### src/rtl/cfg_chk_pkg.sv
package cfg_chk_pkg;

    localparam logic [31:0] CRC_POLY = 32'h04C1_1DB7;
    localparam logic [31:0] CRC_SEED = 32'hFFFF_FFFF;

    typedef enum logic [1:0] {
        ST_IDLE  = 2'd0,
        ST_LOAD  = 2'd1,
        ST_SHIFT = 2'd2,
        ST_FIN   = 2'd3
    } chk_state_e;

    typedef struct packed {
        logic busy;
        logic done;
        logic err;
    } chk_flags_t;

    // One serial CRC-32 step, MSB-first register, no reflection.
    function automatic logic [31:0] crc32_bit(input logic [31:0] crc, input logic din);
        logic fb;
        fb = crc[31] ^ din;
        return {crc[30:0], 1'b0} ^ (fb ? CRC_POLY : 32'h0);
    endfunction

endpackage

### src/rtl/cfg_chk_ctrl.sv
module cfg_chk_ctrl
    import cfg_chk_pkg::*;
(
    input  logic       clk,
    input  logic       rst,
    input  logic       en,
    input  logic       start,
    input  logic       last_bit,
    input  logic       mismatch,
    output chk_state_e state,
    output chk_flags_t flags
);
    chk_state_e state_q;
    chk_flags_t flags_q;
    logic       start_q;

    assign state = state_q;
    assign flags = flags_q;

    always_ff @(posedge clk) begin
        if (rst) begin
            state_q <= ST_IDLE;
            flags_q <= '0;
            start_q <= 1'b0;
        end else begin
            start_q <= start;
            if (!en) begin
                state_q <= ST_IDLE;
                flags_q <= '0;
            end else begin
                unique case (state_q)
                    ST_IDLE: begin
                        if (start && !start_q) begin
                            state_q      <= ST_LOAD;
                            flags_q.busy <= 1'b1;
                            flags_q.done <= 1'b0;
                        end
                    end
                    ST_LOAD: state_q <= ST_SHIFT;
                    ST_SHIFT: begin
                        if (last_bit) begin
                            state_q      <= ST_FIN;
                            flags_q.busy <= 1'b0;
                            flags_q.done <= 1'b1;
                            flags_q.err  <= flags_q.err | mismatch;
                        end
                    end
                    ST_FIN: begin
                        if (start) begin
                            state_q      <= ST_LOAD;
                            flags_q.busy <= 1'b1;
                            flags_q.done <= 1'b0;
                        end else begin
                            state_q <= ST_IDLE;
                        end
                    end
                    default: state_q <= ST_IDLE;
                endcase
            end
        end
    end

endmodule

### config.mk
export PLATFORM = sky130hd
export DESIGN_NAME = cfg_chk_ctrl
export DESIGN_NICKNAME = d
export VERILOG_FILES = /design/src/rtl/cfg_chk_pkg.sv /design/src/rtl/cfg_chk_ctrl.sv
export SDC_FILE = /design/constraint.sdc
export NUM_CORES = 1
export LEC_CHECK = 0
export BUFFER_PORTS_ARGS = -buffer_cell sky130_fd_sc_hd__buf_2
export CAP_MARGIN = 5
export CORE_AREA = 2 2 39 41
export DETAILED_ROUTE_END_ITERATION = 10
export DIE_AREA = 0 0 41 43
export SKIP_CTS_REPAIR_TIMING = 1
export SYNTH_ARGS = -nofsm -noshare
export SYNTH_HDL_FRONTEND = slang
export SYNTH_SLANG_ARGS = --single-unit
export TNS_END_PERCENT = 20
### constraint.sdc
create_clock -name clk -period 1.45 [get_ports clk]
set_input_delay 0.0725 -clock clk [delete_from_list [all_inputs] [get_ports clk]]
set_output_delay 0.0725 -clock clk [all_outputs]
set_load 0.03 [all_outputs]
# == Word-level counts from Yosys, hierarchy flattened ==
# Index checks and enable logic that the tools add are counted.
# word_totals
ff_bits,6
in_bits,6
output_inout_bits,5
word_cells,29
# op_classes
eq_ne,6
n_mux,8
bitwise_logic,2
reduce_logical,8
# ops
op,count
$mux W2,4
$pmux W2 S4,1
$ne A2 B2 Y1 const B,3
$pmux W2 S3,1
$eq A2 B2 Y1 const B,2
$reduce_and A2 Y1,2
$reduce_and A4 Y1,1
$mux W3,1
$reduce_bool A3 Y1,1
$eq A2 B1 Y1 const B,1
$logic_not A2 Y1,1
$reduce_or A2 Y1,1
$logic_and A1 B1 Y1,1
$logic_not A1 Y1,1
$mux W1,1
$not A1 Y1,1
$or A1 B1 Y1,1

# == Longest topological paths before layout ==
# depth
ltp_word,4
mapped_depth,6
ltp_nobuf,6

# == Least setup slack after synthesis ==
# No wires, ideal clock.
# synth_timing
kind,register to register
start,"reg state_q[0], in the netlist state[0]"
end,"reg flags_q, in the netlist flags[1]"
setup_ns,0.118
arrival_ns,1.591
t_required_ns,1.332
path_slack_ns,-0.259
stages_incl_launch_ff,7
n_path_buf,0
synth_period_minus_slack_ns,1.709
path_cell_list,dfxtp_1 -> inv_1 -> ha_1 -> nor2b_1 -> a2111oi_4 -> mux2i_1 -> nor2_1
# synth_via
elab_chain_len,3
word_cells_on_any_way,9
classes_between,5 x eq/ne; 1 x mux; 3 x reduce/logical
# synth_rtl
element,line_no,text
from (decl),cfg_chk_ctrl.sv:13,chk_state_e state_q;
from (signal assigned),cfg_chk_ctrl.sv:22,state_q <= ST_IDLE;
from (signal assigned),cfg_chk_ctrl.sv:28,state_q <= ST_IDLE;
from (signal assigned),cfg_chk_ctrl.sv:34,state_q <= ST_LOAD;
$eq A2 B2 Y1 / $logic_not A2 Y1 (equally long branches),cfg_chk_ctrl.sv:31,unique case (state_q)
$ne A2 B2 Y1 (no line) / $reduce_bool A3 Y1 (equally long branches),n/a,
$reduce_and A4 Y1 (no line),n/a,
to (decl),cfg_chk_ctrl.sv:14,chk_flags_t flags_q;
# Several ways; a longest one is shown, not always the timed one.
# A chain may end at the register's enable or synchronous reset.

# == Final worst setup path ==
# Same ends and word-level chain as after synthesis.

==> flow_summary.ini <==
[sta]
rsz0062_at_grt = yes
drv_slew = 0
setup_viol = 1
tightestPinTransition_ps = 349
period_needed_ps = 1460
relSlewSlack_pct = 76.7
clock.fmax_mhz = 684
fin_ws_ps = -11.0
finalClockSkew_ps = 3.67
hold_viol = 0
fin_crit_sh_pct = 101
hold_slack_ps = 79.9

[setup_path]
required_ps = 1590
critPathLaunchType = register
crit_fanout = 4
worstSetupPathType = reg -> reg
path_cells = inv_6, ha_4, nor2b_4, a2111oi_4, mux2i_1, nor2_1
cp_slowest_stage_delay_ps = 390
crit_path_end_kind = register
crit_arrival_ps = 1600
cp.buffers_inverters = 1
slowest_stage = dfxtp_4
cp_top_family = flip-flops

[synthesis]
synth_fp_nets = 42
ys_types = 14
synthTopCellsByArea = dfxtp_1 (37%), ha_1 (19%), a2111oi_4 (8.4%)
yosysWarnings = 0
yosys.area.top_type = dfxtp_1
synth_mux_area_share_pct = 6.13
synth_top_family_by_area = compound AO/OA/AOI/OAI gates
ys_seq_elements = 6
syn_avg_cell_area_sq_um = 10.5
yosysTopAreaCellShare_pct = 36.8
synth-xor-area-share_pct = 0
netlist_instances = 31
synthAdderAreaFrac_pct = 19.2
yosys.area_share.simple_pct = 14.9
netlist_area_sq_um = 327
ys_seq_area_share_pct = 36.8
synth_compound_area_share_pct = 20.7

[drt]
drcViolationCount = 0
via_per_inst = 4.29
firstDrtPassIters = 1
drtIter0Drc = 0
wl_per_cell_um = 11.0
vias = 279
antenna_left = 0
wl_um = 714

[worst_hold_path]
hold_path_class = in -> reg

[cells_and_area]
layout.nets = 61
drive_gt1_share_pct = 57.1
syn2layout_area_growth_pct = 61.3
insertedDiodeCount = 0
final_util_pct = 38.1

[cts]
cts_buffers = 3
htree_levels = 1
clockRootBuffer = clkbuf_4
clk_pin_slew_worst_paths_ps = 50
cts_tree = done
cts.sinks = 6
clockBufferDepth = 2
clock_latency_ps = 250

[outcome]
status = complete, but fails checks
violations = negative setup slack

[floorplanning]
fp.dieW_um = 41
start_util_pct = 23.6
io_pins = 11
core-area_sq_um = 1380
core.rowCount = 14
die_area_sq_um = 1760
die_h_um = 43

[flow_run]
cap_violations = 0

[global_routing]
grt_overflow_total = 0
grt_max_degree = 7
grt_pass1_vias = 203
grt_pass1_wl_um = 855
antenna_found_initial = 0
grtUsageTotal_pct = 7.82

[power]
powerDensity_nw_per_um2 = 812
ir_worst_vdd_mv = 0.619
p_leak_nw = 0.212
fin_total_pwr_uw = 428

[placement]
dpl.hpwl_um = 482
place.gp.congestion = 0.683
numPortBuffers = 10
==> synthesized netlist by cell type <==
library cell,n
a2111oi_4,1
a211oi_1,2
a21oi_1,1
a221oi_1,1
a31oi_1,1
dfxtp_1,6
ha_1,5
inv_1,2
mux2i_1,2
nand2b_1,1
nand2b_2,1
nor2_1,4
nor2b_1,3
o21ai_1,1
==> logic make-up after synthesis <==
logic type | Yosys count
compound gates | 7
fa+ha+maj | 5
buf+inv | 2
flops | 6
mux | 2
simple gates | 9
==> path summary, 6_finish.rpt <==
kind	start	to	slack, ps	cells past startpoint
hold / removal	mismatch	flags[0]	80	3
hold reg to reg	flags[0]	flags[0]	480	2
setup reg to reg	state[0]	flags[1]	-10	6
setup / recovery	state[0]	flags[1]	-10	6
==> per-layer routing <==
metal  share of wire, %  wire [um]  GRT usage (%)  vias to the layer above
li1                   -          -              -                      145
met1                 44        316           9.27                      125
met2                 50        354           9.69                        9
met3                5.9         42           7.85                        0
met4                  0          0           2.00                        0
met5                  0          0              0                        -
==> through the flow <==
step | cells | instance area, sq um | setup slack, ps | setup TNS [ps]
floorplan | 31 | 363 | 2.83 | 0
CTS | 62 | 467 | -43.1 | -47.5
detailed placement | 58 | 440 | -35.0 | -35.0
finish | 65 | 527 | -11.0 | -11.0
global route | 65 | 527 | -80.7 | -157
global placement | 58 | 440 | -25.8 | -25.8
==> area by class of cell <==
class | count | area (sq um)
Sequential cell | 6 | 128
Multi-Input combinational cell | 23 | 255
Inverter | 2 | 15.0
Fill cell | 145 | 857
Timing Repair Buffer | 14 | 82.6
Tap cell | 16 | 20.0
Clock buffer | 4 | 26.3
==> worst min-delay path: cells and delay by family <==
kind                   cells  cell delay [ps]
and+or+nand+nor            1               70
buffers and inverters      1               80
AOI/OAI and AO/OA          1               70
==> power by group <==
group	switching [mW]	total [mW]	internal (mW)	leakage, nW
Clock	0.0623	0.167	0.104	0.0150
Combinational	0.0435	0.0845	0.0411	0.146
Sequential	0.00708	0.176	0.169	0.0504
==> state kept, by name (all words and copies together), names as in the netlist <==
register,flops
flags,3
start_q,1
state,2
==> layout by cell type, fill, tap and decap left out <==
cell type / Yosys / routed
ha_4: 0 / 3
o21ai_1: 1 / 1
a211oi_1: 2 / 2
dfxtp_4: 0 / 2
a31oi_1: 1 / 1
clkbuf_1: 0 / 1
nor2b_1: 3 / 1
mux2i_1: 2 / 2
dlygate4sd3_1: 0 / 1
buf_2: 0 / 10
a2111oi_4: 1 / 1
ha_1: 5 / 2
buf_4: 0 / 3
dfxtp_1: 6 / 4
clkbuf_4: 0 / 3
nand2b_2: 1 / 1
a221oi_1: 1 / 1
nor2_1: 4 / 4
a21oi_2: 0 / 1
nand2b_1: 1 / 1
nor2b_4: 0 / 2
inv_4: 0 / 1
inv_6: 0 / 1
(Power assumes the default switching activity.)
